<file path="config.mk">
export PLATFORM = sky130hd
export DESIGN_NAME = ring_proxy
export DESIGN_NICKNAME = d
export VERILOG_FILES = /design/src/rtl/ring_proxy_pkg.sv /design/src/rtl/ring_proxy_slot.sv /design/src/rtl/ring_proxy_xlat.sv /design/src/rtl/ring_proxy.sv
export SDC_FILE = /design/constraint.sdc
export NUM_CORES = 1
export LEC_CHECK = 0
export BUFFER_PORTS_ARGS = -buffer_cell sky130_fd_sc_hd__buf_2
export CAP_MARGIN = 20
export CORE_AREA = 3 3 126 220
export CTS_CLUSTER_SIZE = 24
export DETAILED_ROUTE_END_ITERATION = 8
export DIE_AREA = 0 0 129 223
export PLACE_DENSITY = 0.85
export RECOVER_POWER = 50
export SKIP_LAST_GASP = 1
export SLEW_MARGIN = 20
export SYNTH_ARGS = -nofsm -noshare
export SYNTH_HDL_FRONTEND = slang
export SYNTH_SLANG_ARGS = --single-unit
</file>
<file path="constraint.sdc">
create_clock -name clk_i -period 12.4 [get_ports clk_i]
set_clock_uncertainty 0.05 [all_clocks]
set_input_delay 2.48 -clock clk_i [delete_from_list [all_inputs] [get_ports clk_i]]
set_output_delay 2.48 -clock clk_i [all_outputs]
set_load 0.01 [all_outputs]
</file>
<file path="src/rtl/ring_proxy_pkg.sv">
package ring_proxy_pkg;
  typedef enum logic [1:0] {
    OP_BASE     = 2'd0,
    OP_CFG      = 2'd1,
    OP_DOORBELL = 2'd2,
    OP_CLEAR    = 2'd3
  } reg_op_e;

  typedef enum logic {
    MODE_RING  = 1'b0,
    MODE_QUEUE = 1'b1
  } ring_mode_e;
endpackage

</file>
<file path="src/rtl/ring_proxy_slot.sv">
module ring_proxy_slot
  import ring_proxy_pkg::*;
#(
  parameter int ADDR_W  = 32,
  parameter int OCC_W   = 8,
  parameter int MAX_LOG = 4,
  parameter int LOG_W   = 3,
  parameter int DB_W    = 7
) (
  input  logic               clk_i,
  input  logic               rst_ni,
  input  logic               base_we_i,
  input  logic               cfg_we_i,
  input  logic               db_we_i,
  input  logic               clr_we_i,
  input  logic [ADDR_W-1:0]  reg_data_i,
  input  logic [DB_W-1:0]    db_cnt_i,
  input  logic               rd_req_i,
  input  logic               wr_req_i,
  output logic [ADDR_W-1:0]  base_o,
  output logic [MAX_LOG-1:0] head_o,
  output logic [MAX_LOG-1:0] tail_o,
  output logic [OCC_W-1:0]   occ_o,
  output logic               empty_o,
  output logic               full_o,
  output logic               rd_ok_o,
  output logic               wr_ok_o
);
  logic [ADDR_W-1:0]  base_q;
  logic [LOG_W-1:0]   log2_q, log2_new;
  ring_mode_e         mode_q;
  logic [MAX_LOG-1:0] head_q, tail_q, mask;
  logic [OCC_W-1:0]   occ_q, occ_nxt;
  logic [OCC_W:0]     size;
  logic               db_eff;
  logic [31:0]        mask_w;

  assign mask_w   = (32'd1 << log2_q) - 32'd1;
  assign mask     = mask_w[MAX_LOG-1:0];
  assign size     = (OCC_W+1)'(1) << log2_q;
  assign empty_o  = (occ_q == '0);
  assign full_o   = ({1'b0, occ_q} >= size);
  assign db_eff   = db_we_i && (mode_q == MODE_RING);
  assign rd_ok_o  = rd_req_i && !empty_o;
  assign wr_ok_o  = wr_req_i && !full_o;
  assign log2_new = (reg_data_i[LOG_W-1:0] > LOG_W'(MAX_LOG)) ? LOG_W'(MAX_LOG)
                                                              : reg_data_i[LOG_W-1:0];
  assign occ_nxt  = occ_q + OCC_W'(wr_ok_o) - OCC_W'(rd_ok_o)
                  + (db_eff ? OCC_W'(db_cnt_i) : '0);

  always_ff @(posedge clk_i or negedge rst_ni) begin
    if (!rst_ni) begin
      base_q <= '0;
      log2_q <= LOG_W'(MAX_LOG);
      mode_q <= MODE_RING;
      head_q <= '0;
      tail_q <= '0;
      occ_q  <= '0;
    end else begin
      if (base_we_i) base_q <= reg_data_i;
      if (cfg_we_i) begin
        log2_q <= log2_new;
        mode_q <= ring_mode_e'(reg_data_i[7]);
      end
      if (clr_we_i) begin
        head_q <= '0;
        tail_q <= '0;
        occ_q  <= '0;
      end else begin
        head_q <= (head_q + MAX_LOG'(rd_ok_o)) & mask;
        tail_q <= (tail_q + MAX_LOG'(wr_ok_o) + (db_eff ? MAX_LOG'(db_cnt_i) : '0)) & mask;
        occ_q  <= occ_nxt;
      end
    end
  end

  assign base_o = base_q;
  assign head_o = head_q;
  assign tail_o = tail_q;
  assign occ_o  = occ_q;


  rd_empty_hold_chk: assert property (@(posedge clk_i) disable iff (!rst_ni)
    (rd_req_i && empty_o && !clr_we_i) |=> $stable(head_q));

  wr_full_hold_chk: assert property (@(posedge clk_i) disable iff (!rst_ni)
    (wr_req_i && full_o && !clr_we_i && !db_eff) |=> $stable(tail_q));

  clear_zero_chk: assert property (@(posedge clk_i) disable iff (!rst_ni)
    clr_we_i |=> (occ_q == '0 && head_q == '0 && tail_q == '0));

  queue_db_ignored_chk: assert property (@(posedge clk_i) disable iff (!rst_ni)
    (db_we_i && mode_q == MODE_QUEUE && !rd_req_i && !wr_req_i && !clr_we_i) |=> $stable(occ_q));

  both_net_chk: assert property (@(posedge clk_i) disable iff (!rst_ni)
    (rd_ok_o && wr_ok_o && !db_eff && !clr_we_i) |=> $stable(occ_q));
endmodule

</file>
<file path="src/rtl/ring_proxy_xlat.sv">
module ring_proxy_xlat #(
  parameter int ADDR_W     = 32,
  parameter int MAX_LOG    = 4,
  parameter int ELEM_SHIFT = 3
) (
  input  logic               clk_i,
  input  logic               rst_ni,
  input  logic               req_i,
  input  logic               ok_i,
  input  logic [ADDR_W-1:0]  base_i,
  input  logic [MAX_LOG-1:0] ptr_i,
  output logic               mem_valid_o,
  output logic [ADDR_W-1:0]  mem_addr_o,
  output logic               err_o
);
  always_ff @(posedge clk_i or negedge rst_ni) begin
    if (!rst_ni) begin
      mem_valid_o <= 1'b0;
      mem_addr_o  <= '0;
      err_o       <= 1'b0;
    end else begin
      mem_valid_o <= req_i && ok_i;
      err_o       <= req_i && !ok_i;
      if (req_i && ok_i) mem_addr_o <= base_i + (ADDR_W'(ptr_i) << ELEM_SHIFT);
    end
  end
endmodule

</file>
<file path="src/rtl/ring_proxy.sv">
module ring_proxy
  import ring_proxy_pkg::*;
#(
  parameter int NUM_RINGS  = 4,
  parameter int ADDR_W     = 32,
  parameter int OCC_W      = 8,
  parameter int MAX_LOG    = 4,
  parameter int ELEM_BYTES = 8,
  parameter int DB_MAX     = 100,
  localparam int RING_W    = (NUM_RINGS > 1) ? $clog2(NUM_RINGS) : 1
) (
  input  logic                       clk_i,
  input  logic                       rst_ni,
  input  logic                       rd_valid_i,
  input  logic [RING_W-1:0]          rd_ring_i,
  input  logic                       wr_valid_i,
  input  logic [RING_W-1:0]          wr_ring_i,
  input  logic                       reg_valid_i,
  input  logic [RING_W-1:0]          reg_ring_i,
  input  logic [1:0]                 reg_op_i,
  input  logic [ADDR_W-1:0]          reg_data_i,
  output logic                       mem_rd_valid_o,
  output logic [ADDR_W-1:0]          mem_rd_addr_o,
  output logic                       rd_err_o,
  output logic                       mem_wr_valid_o,
  output logic [ADDR_W-1:0]          mem_wr_addr_o,
  output logic                       wr_err_o,
  output logic [NUM_RINGS-1:0]       empty_o,
  output logic [NUM_RINGS-1:0]       full_o,
  output logic [NUM_RINGS*OCC_W-1:0] occ_o
);
  localparam int LOG_W      = $clog2(MAX_LOG + 1);
  localparam int DB_W       = $clog2(DB_MAX + 1);
  localparam int ELEM_SHIFT = $clog2(ELEM_BYTES);

  reg_op_e            op;
  logic [DB_W-1:0]    db_cnt;
  logic [ADDR_W-1:0]  base_a [NUM_RINGS];
  logic [MAX_LOG-1:0] head_a [NUM_RINGS];
  logic [MAX_LOG-1:0] tail_a [NUM_RINGS];
  logic [NUM_RINGS-1:0] rd_ok_a, wr_ok_a;

  assign op     = reg_op_e'(reg_op_i);
  assign db_cnt = (reg_data_i > ADDR_W'(DB_MAX)) ? DB_W'(DB_MAX) : reg_data_i[DB_W-1:0];

  for (genvar r = 0; r < NUM_RINGS; r++) begin : g_ring
    logic sel;
    assign sel = reg_valid_i && (reg_ring_i == RING_W'(r));
    ring_proxy_slot #(
      .ADDR_W(ADDR_W), .OCC_W(OCC_W), .MAX_LOG(MAX_LOG), .LOG_W(LOG_W), .DB_W(DB_W)
    ) u_slot (
      .clk_i      (clk_i),
      .rst_ni     (rst_ni),
      .base_we_i  (sel && op == OP_BASE),
      .cfg_we_i   (sel && op == OP_CFG),
      .db_we_i    (sel && op == OP_DOORBELL),
      .clr_we_i   (sel && op == OP_CLEAR),
      .reg_data_i (reg_data_i),
      .db_cnt_i   (db_cnt),
      .rd_req_i   (rd_valid_i && rd_ring_i == RING_W'(r)),
      .wr_req_i   (wr_valid_i && wr_ring_i == RING_W'(r)),
      .base_o     (base_a[r]),
      .head_o     (head_a[r]),
      .tail_o     (tail_a[r]),
      .occ_o      (occ_o[r*OCC_W +: OCC_W]),
      .empty_o    (empty_o[r]),
      .full_o     (full_o[r]),
      .rd_ok_o    (rd_ok_a[r]),
      .wr_ok_o    (wr_ok_a[r])
    );
  end

  ring_proxy_xlat #(.ADDR_W(ADDR_W), .MAX_LOG(MAX_LOG), .ELEM_SHIFT(ELEM_SHIFT)) u_rd_xlat (
    .clk_i       (clk_i),
    .rst_ni      (rst_ni),
    .req_i       (rd_valid_i),
    .ok_i        (rd_ok_a[rd_ring_i]),
    .base_i      (base_a[rd_ring_i]),
    .ptr_i       (head_a[rd_ring_i]),
    .mem_valid_o (mem_rd_valid_o),
    .mem_addr_o  (mem_rd_addr_o),
    .err_o       (rd_err_o)
  );

  ring_proxy_xlat #(.ADDR_W(ADDR_W), .MAX_LOG(MAX_LOG), .ELEM_SHIFT(ELEM_SHIFT)) u_wr_xlat (
    .clk_i       (clk_i),
    .rst_ni      (rst_ni),
    .req_i       (wr_valid_i),
    .ok_i        (wr_ok_a[wr_ring_i]),
    .base_i      (base_a[wr_ring_i]),
    .ptr_i       (tail_a[wr_ring_i]),
    .mem_valid_o (mem_wr_valid_o),
    .mem_addr_o  (mem_wr_addr_o),
    .err_o       (wr_err_o)
  );


  rd_resp_chk: assert property (@(posedge clk_i) disable iff (!rst_ni)
    rd_valid_i |=> (mem_rd_valid_o ^ rd_err_o));

  wr_resp_chk: assert property (@(posedge clk_i) disable iff (!rst_ni)
    wr_valid_i |=> (mem_wr_valid_o ^ wr_err_o));

  rd_err_excl_chk: assert property (@(posedge clk_i) disable iff (!rst_ni)
    !(mem_rd_valid_o && rd_err_o));
endmodule

</file>
==> flow_metrics.py, run 1 <==
metrics = {
    "sta": {
        "finalHoldViolCount": 0,
        "setup_violations": 0,
        "worst_pin_slew_ns": 4.22,
        "relSlewSlack": -1.81,
        "min_period_over_period": 0.549,
        "hold_slack_ns": 0.424,
        "drv_slew": 143,
        "final.min_clock_period_ns": 6.81,
        "tns_ns": 0,
        "rsz0062_at_grt": "no",
        "finalWorstSetupSlack_ns": 5.59,
        "max_freq_mhz": 147,
    },
    "outcome": {
        "outcome": "complete, but fails checks",
        "violations": "max-capacitance violations, max-slew violations",
    },
    "power": {
        "seqPwrFrac": 0.371,
        "power.share.combinational": 0.403,
        "p_int_w": 0.00234,
        "p_sw_w": 0.00139,
        "power.density_nw_per_um2": 201,
        "switching_share": 0.372,
        "clockPowerShare": 0.226,
        "leakagePower_nw": 8.32,
        "peakVddDrop_mv": 0.164,
    },
    "finish": {
        "nNetsFinal": 1784,
        "utilization": 0.715,
        "final_cell_area_sq_um": 18600,
        "fill_cells": 1824,
        "drive_gt1_frac": 0.223,
        "areaGrowthSynthToFinish_pct": 9.86,
    },
    "setup_path": {
        "worst-path-max-fanout": 76,
        "cp-start-kind": "input pin",
        "worstReg2RegStart": "g_ring[0].u_slot.log2_q[2]",
        "r2r_setup_slack_ns": 7.38,
        "path_class": "in2async",
        "worstPathArrival_ns": 7.32,
        "end_kind": "async pin",
        "reg2reg_depth": 15,
        "crit_required_ns": 12.91,
        "crit_start": "rst_ni",
        "reg2reg_to": "g_ring[0].u_slot.occ_o[7]",
    },
    "die": {
        "coreArea_sq_um": 26000,
        "start_util": 0.651,
        "row_count": 78,
        "fp.dieW_microns": 129,
        "dieArea_sq_um": 28800,
        "die_y_microns": 223,
        "io_pins": 153,
    },
    "clock_network": {
        "path_clk_slew_ns": 0.06,
        "cts_max_path_buffers": 3,
        "hold_buffers": 0,
        "cts_inserted_buffers": 26,
        "cts_root_buffer": "clkbuf_16",
        "post_cts_buffers": 0,
        "cts_tree": "yes",
        "cts_resized": 0,
        "numClockSinks": 276,
        "htreeDepth": 1,
        "clk_latency_ns": 0.54,
    },
    "synth": {
        "synthTopCellsByCount": "dfrtp_1, mux2_2, inv_1, nand2_1, ha_1",
        "syn_nets": 1666,
        "yosys.area.top_type": "dfrtp_1",
        "ys_seq_elements": 276,
        "yosysMostFrequentCell": "dfrtp_1",
        "synth-main-ff-cell": "dfrtp_1",
        "synthDistinctLibCells": 62,
        "synth-async-reset-ratio": 1.00,
        "ys_top_cells_by_area": "dfrtp_1, mux2_2, ha_1, mux4_2, inv_1",
        "yosys_warnings": 0,
        "yosysSeqAreaShare": 0.409,
        "netlist_area_sq_um": 16900,
        "avgSynthCellArea_sq_um": 11.3,
        "synth-edff-count": 0,
        "postSynthCellCount": 1495,
        "synth_top_area_frac": 0.403,
    },
    "place": {
        "io_buffers": 152,
        "gp_congestion": 0.897,
        "hpwl_microns": 32000,
        "place_area_sq_um": 17800,
        "place_ws_ns": 5.93,
    },
    "grt": {
        "overflow": 0,
        "grt_pass1_vias": 13200,
        "grt_most_used_layer": "met2",
        "use_met2": 0.547,
        "grt_max_degree": 77,
        "grt.total_usage": 0.306,
        "use_met1": 0.339,
        "grt_first_pass_wirelength_microns": 69200,
        "antenna_found_initial": 2,
        "gr-usage-met3": 0.0333,
    },
    "worst_hold_path": {
        "hold_path.class": "reg2reg",
        "whs_path_depth": 2,
        "min_to": "u_rd_xlat.mem_addr_o[29]",
        "hold_start": "u_rd_xlat.mem_addr_o[29]",
    },
    "drt": {
        "ant_nets": 0,
        "dr.pass1.iters": 5,
        "wl_microns": 43800,
        "route.vias.total": 12500,
        "drt_drc_violations_left": 0,
        "initialDrtViolationCount": 831,
        "wl_per_cell_microns": 22.5,
        "vias_per_cell": 6.39,
    },
    "run": {
        "drv_cap": 3,
    },
}
state kept, by name, indices dropped and copies added (netlist names):
name / flops
u_rd_xlat.mem_addr_o: 32
g_ring.u_slot.head_o: 16
g_ring.u_slot.mode_q: 4
u_wr_xlat.mem_valid_o: 1
u_wr_xlat.mem_addr_o: 32
u_wr_xlat.err_o: 1
g_ring.u_slot.base_o: 128
g_ring.u_slot.occ_o: 32
g_ring.u_slot.tail_o: 16
u_rd_xlat.err_o: 1
u_rd_xlat.mem_valid_o: 1
g_ring.u_slot.log2_q: 12
per-stage QoR:
| stage | std cells | power [W] |
|---|---|---|
| global placement | 1904 | 0.00281 |
| finish | 1950 | 0.00373 |
| CTS | 1948 | 0.00376 |
| global route | 1950 | 0.00398 |
| detailed placement | 1904 | 0.00291 |
| floorplan | 1495 | 0.00243 |
metal layers:
metal / vias up / wire (microns) / part of all wire
li1: 5505 / - / -
met1: 6225 / 15200 / 0.35
met2: 532 / 23000 / 0.53
met3: 197 / 2340 / 0.053
met4: 2 / 3250 / 0.074
met5: - / 7 / 0.00016
layout by cell type, fill, tap and decap left out, types with 33 or more instances in the layout:
master    synthesis  routed
buf_2             8      64
clkbuf_1         34      95
dfrtp_1         272     272
ha_1            108     108
inv_1           143     143
mux2_2          153     153
mux4_2           56      56
nand2_1         109     108
nand3_1          42      42
nor2_1           58      58
nor3_1           56      56
o21ai_0          69      69
xnor2_1          53      53
xor2_1           33      33
kinds of logic after synthesis:
kind of cell,synth area share
AOI/OAI and AO/OA,0.0577
muxes,0.203
and+or+nand+nor,0.127
buffers and inverters,0.0574
adders and majority gates,0.101
xor gates and xnor gates,0.0446
DFF,0.409
worst max-delay path, cell delays in order:
cell and delay (ns):
clkbuf_1 2.90, buf_4 1.00, buf_4 0.81
cell type report:
class / instances / area [sq um] / area share
Timing Repair Buffer: 169 / 791 / 0.0426
Clock inverter: 9 / 149 / 0.00802
Antenna cell: 1 / 2.50 / 0.000135
Tap cell: 320 / 400 / 0.0216
Inverter: 143 / 537 / 0.0289
Sequential cell: 276 / 6910 / 0.372
Clock buffer: 35 / 736 / 0.0396
Multi-Input combinational cell: 997 / 9040 / 0.487
worst max-delay path by stage:
stage | to | slack [ns] | depth (start not counted)
floorplan | g_ring[0].u_slot.occ_o[7] | 6.48 | 15
global placement | g_ring[0].u_slot.occ_o[7] | 6.08 | 15
detailed placement | g_ring[0].u_slot.occ_o[7] | 5.93 | 15
CTS | g_ring[0].u_slot.occ_o[7] | 6.47 | 15
global route | g_ring[3].u_slot.base_o[31] | 4.71 | 3
finish | g_ring[2].u_slot.occ_o[4] | 5.59 | 3
power by group through the flow:
stage / logic, W / clock network, W / registers, W
2_1_floorplan: 0.00106 / 0 / 0.00137
3_3_place_gp: 0.00144 / 0 / 0.00137
3_5_place_dp: 0.00152 / 0 / 0.00139
4_1_cts: 0.00153 / 0.000848 / 0.00138
5_1_grt: 0.00168 / 0.000886 / 0.00141
6_report: 0.00150 / 0.000842 / 0.00138
Power figures use the tool's default switching activity.
==> run 2: changes to the inputs <==
- ABC_AREA: default -> 1
- CORE_AREA: 3 3 126 220 -> 3 3 137 239
- DIE_AREA: 0 0 129 223 -> 0 0 140 242
- PLACE_DENSITY: 0.85 -> 0.8
- clock period: 12.4 -> 6.7 ns (I/O delays scaled with it)
==> flow_metrics.py, run 2 <==
metrics = {
    "outcome": {
        "outcome": "complete, but fails checks",
        "violations": "max-capacitance violations, max-slew violations",
    },
    "die": {
        "row_count": 85,
        "dieArea_sq_um": 33900,
        "die_y_microns": 242,
        "start_util": 0.611,
        "io_pins": 153,
        "coreArea_sq_um": 30800,
        "fp.dieW_microns": 140,
    },
    "sta": {
        "worst_pin_slew_ns": 3.14,
        "max_freq_mhz": 193,
        "rsz0062_at_grt": "no",
        "final.min_clock_period_ns": 5.18,
        "drv_slew": 408,
        "relSlewSlack": -1.09,
        "min_period_over_period": 0.772,
        "tns_ns": 0,
        "finalHoldViolCount": 0,
        "setup_violations": 0,
    },
    "synth": {
        "avgSynthCellArea_sq_um": 7.02,
        "synth-main-ff-cell": "dfrtp_1",
        "synth-async-reset-ratio": 1.00,
        "yosysMostFrequentCell": "nand2_1",
        "syn_nets": 2855,
        "synth-edff-count": 0,
        "synthDistinctLibCells": 44,
        "yosys.area.top_type": "dfrtp_1",
        "postSynthCellCount": 2684,
        "ys_seq_elements": 276,
        "yosys_warnings": 0,
        "netlist_area_sq_um": 18800,
        "yosysSeqAreaShare": 0.367,
        "synth_top_area_frac": 0.361,
        "synthTopCellsByCount": "nand2_1, inv_1, dfrtp_1, nand3_1, nor2_1",
        "ys_top_cells_by_area": "dfrtp_1, nand2_1, ha_1, inv_1, nand3_1",
    },
    "drt": {
        "top_layer_used": "met4",
        "drt_drc_violations_left": 0,
        "wl_met1_microns": 21300,
        "ant_nets": 0,
        "wl_met3_microns": 3640,
        "initialDrtViolationCount": 1333,
        "route.vias.total": 18600,
        "dr.pass1.iters": 8,
        "vias_per_cell": 5.83,
        "wl_per_cell_microns": 20.9,
        "wl_microns": 66600,
        "wl_met2_microns": 33400,
    },
    "setup_path": {
        "cp-start-kind": "input pin",
        "worst-path-max-fanout": 32,
        "crit_chain": "clkbuf_1 > buf_4 > nand2_2 > o221ai_1 > ha_1 > inv_1 > fa_1 > nor2_1 > nor2_1 > nor2_1 > inv_1 > nor2_1 > nand2_1 > nor2_1 > nand2_1 > nand3_1 > nand2_1",
        "worstPathArrival_ns": 5.56,
        "slowest_delay_ns": 1.11,
        "path_common_cell": "nor2_1",
        "critPathSlowestCell": "clkbuf_1",
        "path_class": "in2reg",
        "end_kind": "flop",
        "worst-path-buf-inv": 4,
        "cpLargestDelayFamily": "buffers and inverters",
        "crit_required_ns": 7.09,
    },
    "power": {
        "peakVddDrop_mv": 0.349,
        "power.share.combinational": 0.432,
        "leakagePower_nw": 11.0,
        "total_power_w": 0.00738,
        "seqPwrFrac": 0.347,
        "clockPowerShare": 0.220,
        "power.density_nw_per_um2": 360,
        "p_int_w": 0.00421,
        "switching_share": 0.429,
        "p_sw_w": 0.00317,
    },
    "place": {
        "io_buffers": 152,
        "gp_congestion": 1.01,
        "hpwl_microns": 49100,
    },
    "finish": {
        "nNetsFinal": 2949,
        "drive_gt1_frac": 0.0919,
        "final_cell_mix": "nand2_1, inv_1, dfrtp_1",
        "areaGrowthSynthToFinish_pct": 8.81,
        "mostFrequentLayoutCell": "nand2_1",
        "largest_reg_flops": 128,
        "fill_cells": 2762,
    },
    "clock_network": {
        "clk_latency_ns": 0.56,
        "cts_resized": 0,
        "path_clk_slew_ns": 0.06,
        "cts_root_buffer": "clkbuf_16",
        "post_cts_buffers": 0,
        "cts_tree": "yes",
        "numClockSinks": 276,
        "htreeDepth": 1,
        "cts_max_path_buffers": 3,
        "cts_inserted_buffers": 26,
        "hold_buffers": 0,
    },
    "grt": {
        "overflow": 0,
        "grt_pass1_vias": 18500,
        "grt_max_degree": 156,
        "antenna_found_initial": 1,
        "grt.total_usage": 0.388,
        "grt_first_pass_wirelength_microns": 102000,
    },
    "run": {
        "drv_cap": 6,
    },
    "worst_hold_path": {
        "hold_path.class": "reg2reg",
    },
}
run 2: cell count changes in the layout (fill, tap and decap cells not counted), sizes merged, moves of 136 or more:
cell and change:
inv +189, o21ai +136, nor2 +172, mux2 -153, nand3 +175, nand2 +837
run 2: final cells by class:
cell class	instances	area, sq um	area share
Sequential cell	276	6910	0.337
Timing Repair Buffer	173	901	0.0440
Inverter	333	1250	0.0613
Multi-Input combinational cell	1968	10000	0.489
Clock inverter	13	184	0.00898
Antenna cell	1	2.50	0.000122
Clock buffer	35	736	0.0359
Tap cell	391	489	0.0239
run 2: stage by stage:
step                utilization  instances  hold slack [ns]  area (sq um)  setup WS, ns
floorplan                     -       2684            0.403         18800          2.69
global placement          0.636       3141            0.409         19600          1.70
detailed placement        0.636       3141            0.411         19600          1.56
CTS                       0.666       3189            0.428         20500          2.11
global route              0.664       3189            0.455         20500          1.41
finish                    0.664       3190            0.425         20500          1.52
run 2: cells by family after synthesis:
group | after synthesis | synth area share
flops | 276 | 0.367
fa+ha+maj | 126 | 0.0909
buf+inv | 440 | 0.102
simple gates | 1464 | 0.323
xor+xnor | 41 | 0.0191
compound gates | 337 | 0.0985
run 2: metal layers:
metal,global-route usage,up-vias
li1,-,8716
met1,0.379,8694
met2,0.682,858
met3,0.0498,341
met4,0.378,0
met5,0,-
run 2: worst register-to-register path: cells and delay by family, from the launching register on:
family	cells	cell delay [ns]
adder cells (fa/ha/maj)	4	1.30
AND/OR/NAND/NOR	9	1.27
AO/OA/AOI/OAI	4	0.58
flip-flops	1	0.43
buffers and inverters	4	0.28
run 2: path summary, 6_finish.rpt:
path	from	to	slack, ns	cells past startpoint
max	rd_ring_i[1]	u_rd_xlat.mem_addr_o[19]	1.52	17
min	u_rd_xlat.mem_addr_o[17]	u_rd_xlat.mem_addr_o[17]	0.43	2
max reg2reg	g_ring[0].u_slot.log2_q[1]	g_ring[0].u_slot.occ_o[6]	2.74	21
min reg2reg	u_rd_xlat.mem_addr_o[17]	u_rd_xlat.mem_addr_o[17]	0.43	2
max in group asynchronous	rst_ni	u_rd_xlat.mem_addr_o[30]	2.83	2
min in group asynchronous	rst_ni	g_ring[0].u_slot.base_o[23]	1.72	1
run 2: power groups by stage:
stage / combinational, W / clock, W / sequential, W
2_1_floorplan: 0.00207 / 0 / 0.00255
3_3_place_gp: 0.00302 / 0 / 0.00256
3_5_place_dp: 0.00312 / 0 / 0.00257
4_1_cts: 0.00316 / 0.00163 / 0.00255
5_1_grt: 0.00359 / 0.00169 / 0.00261
6_report: 0.00319 / 0.00163 / 0.00256
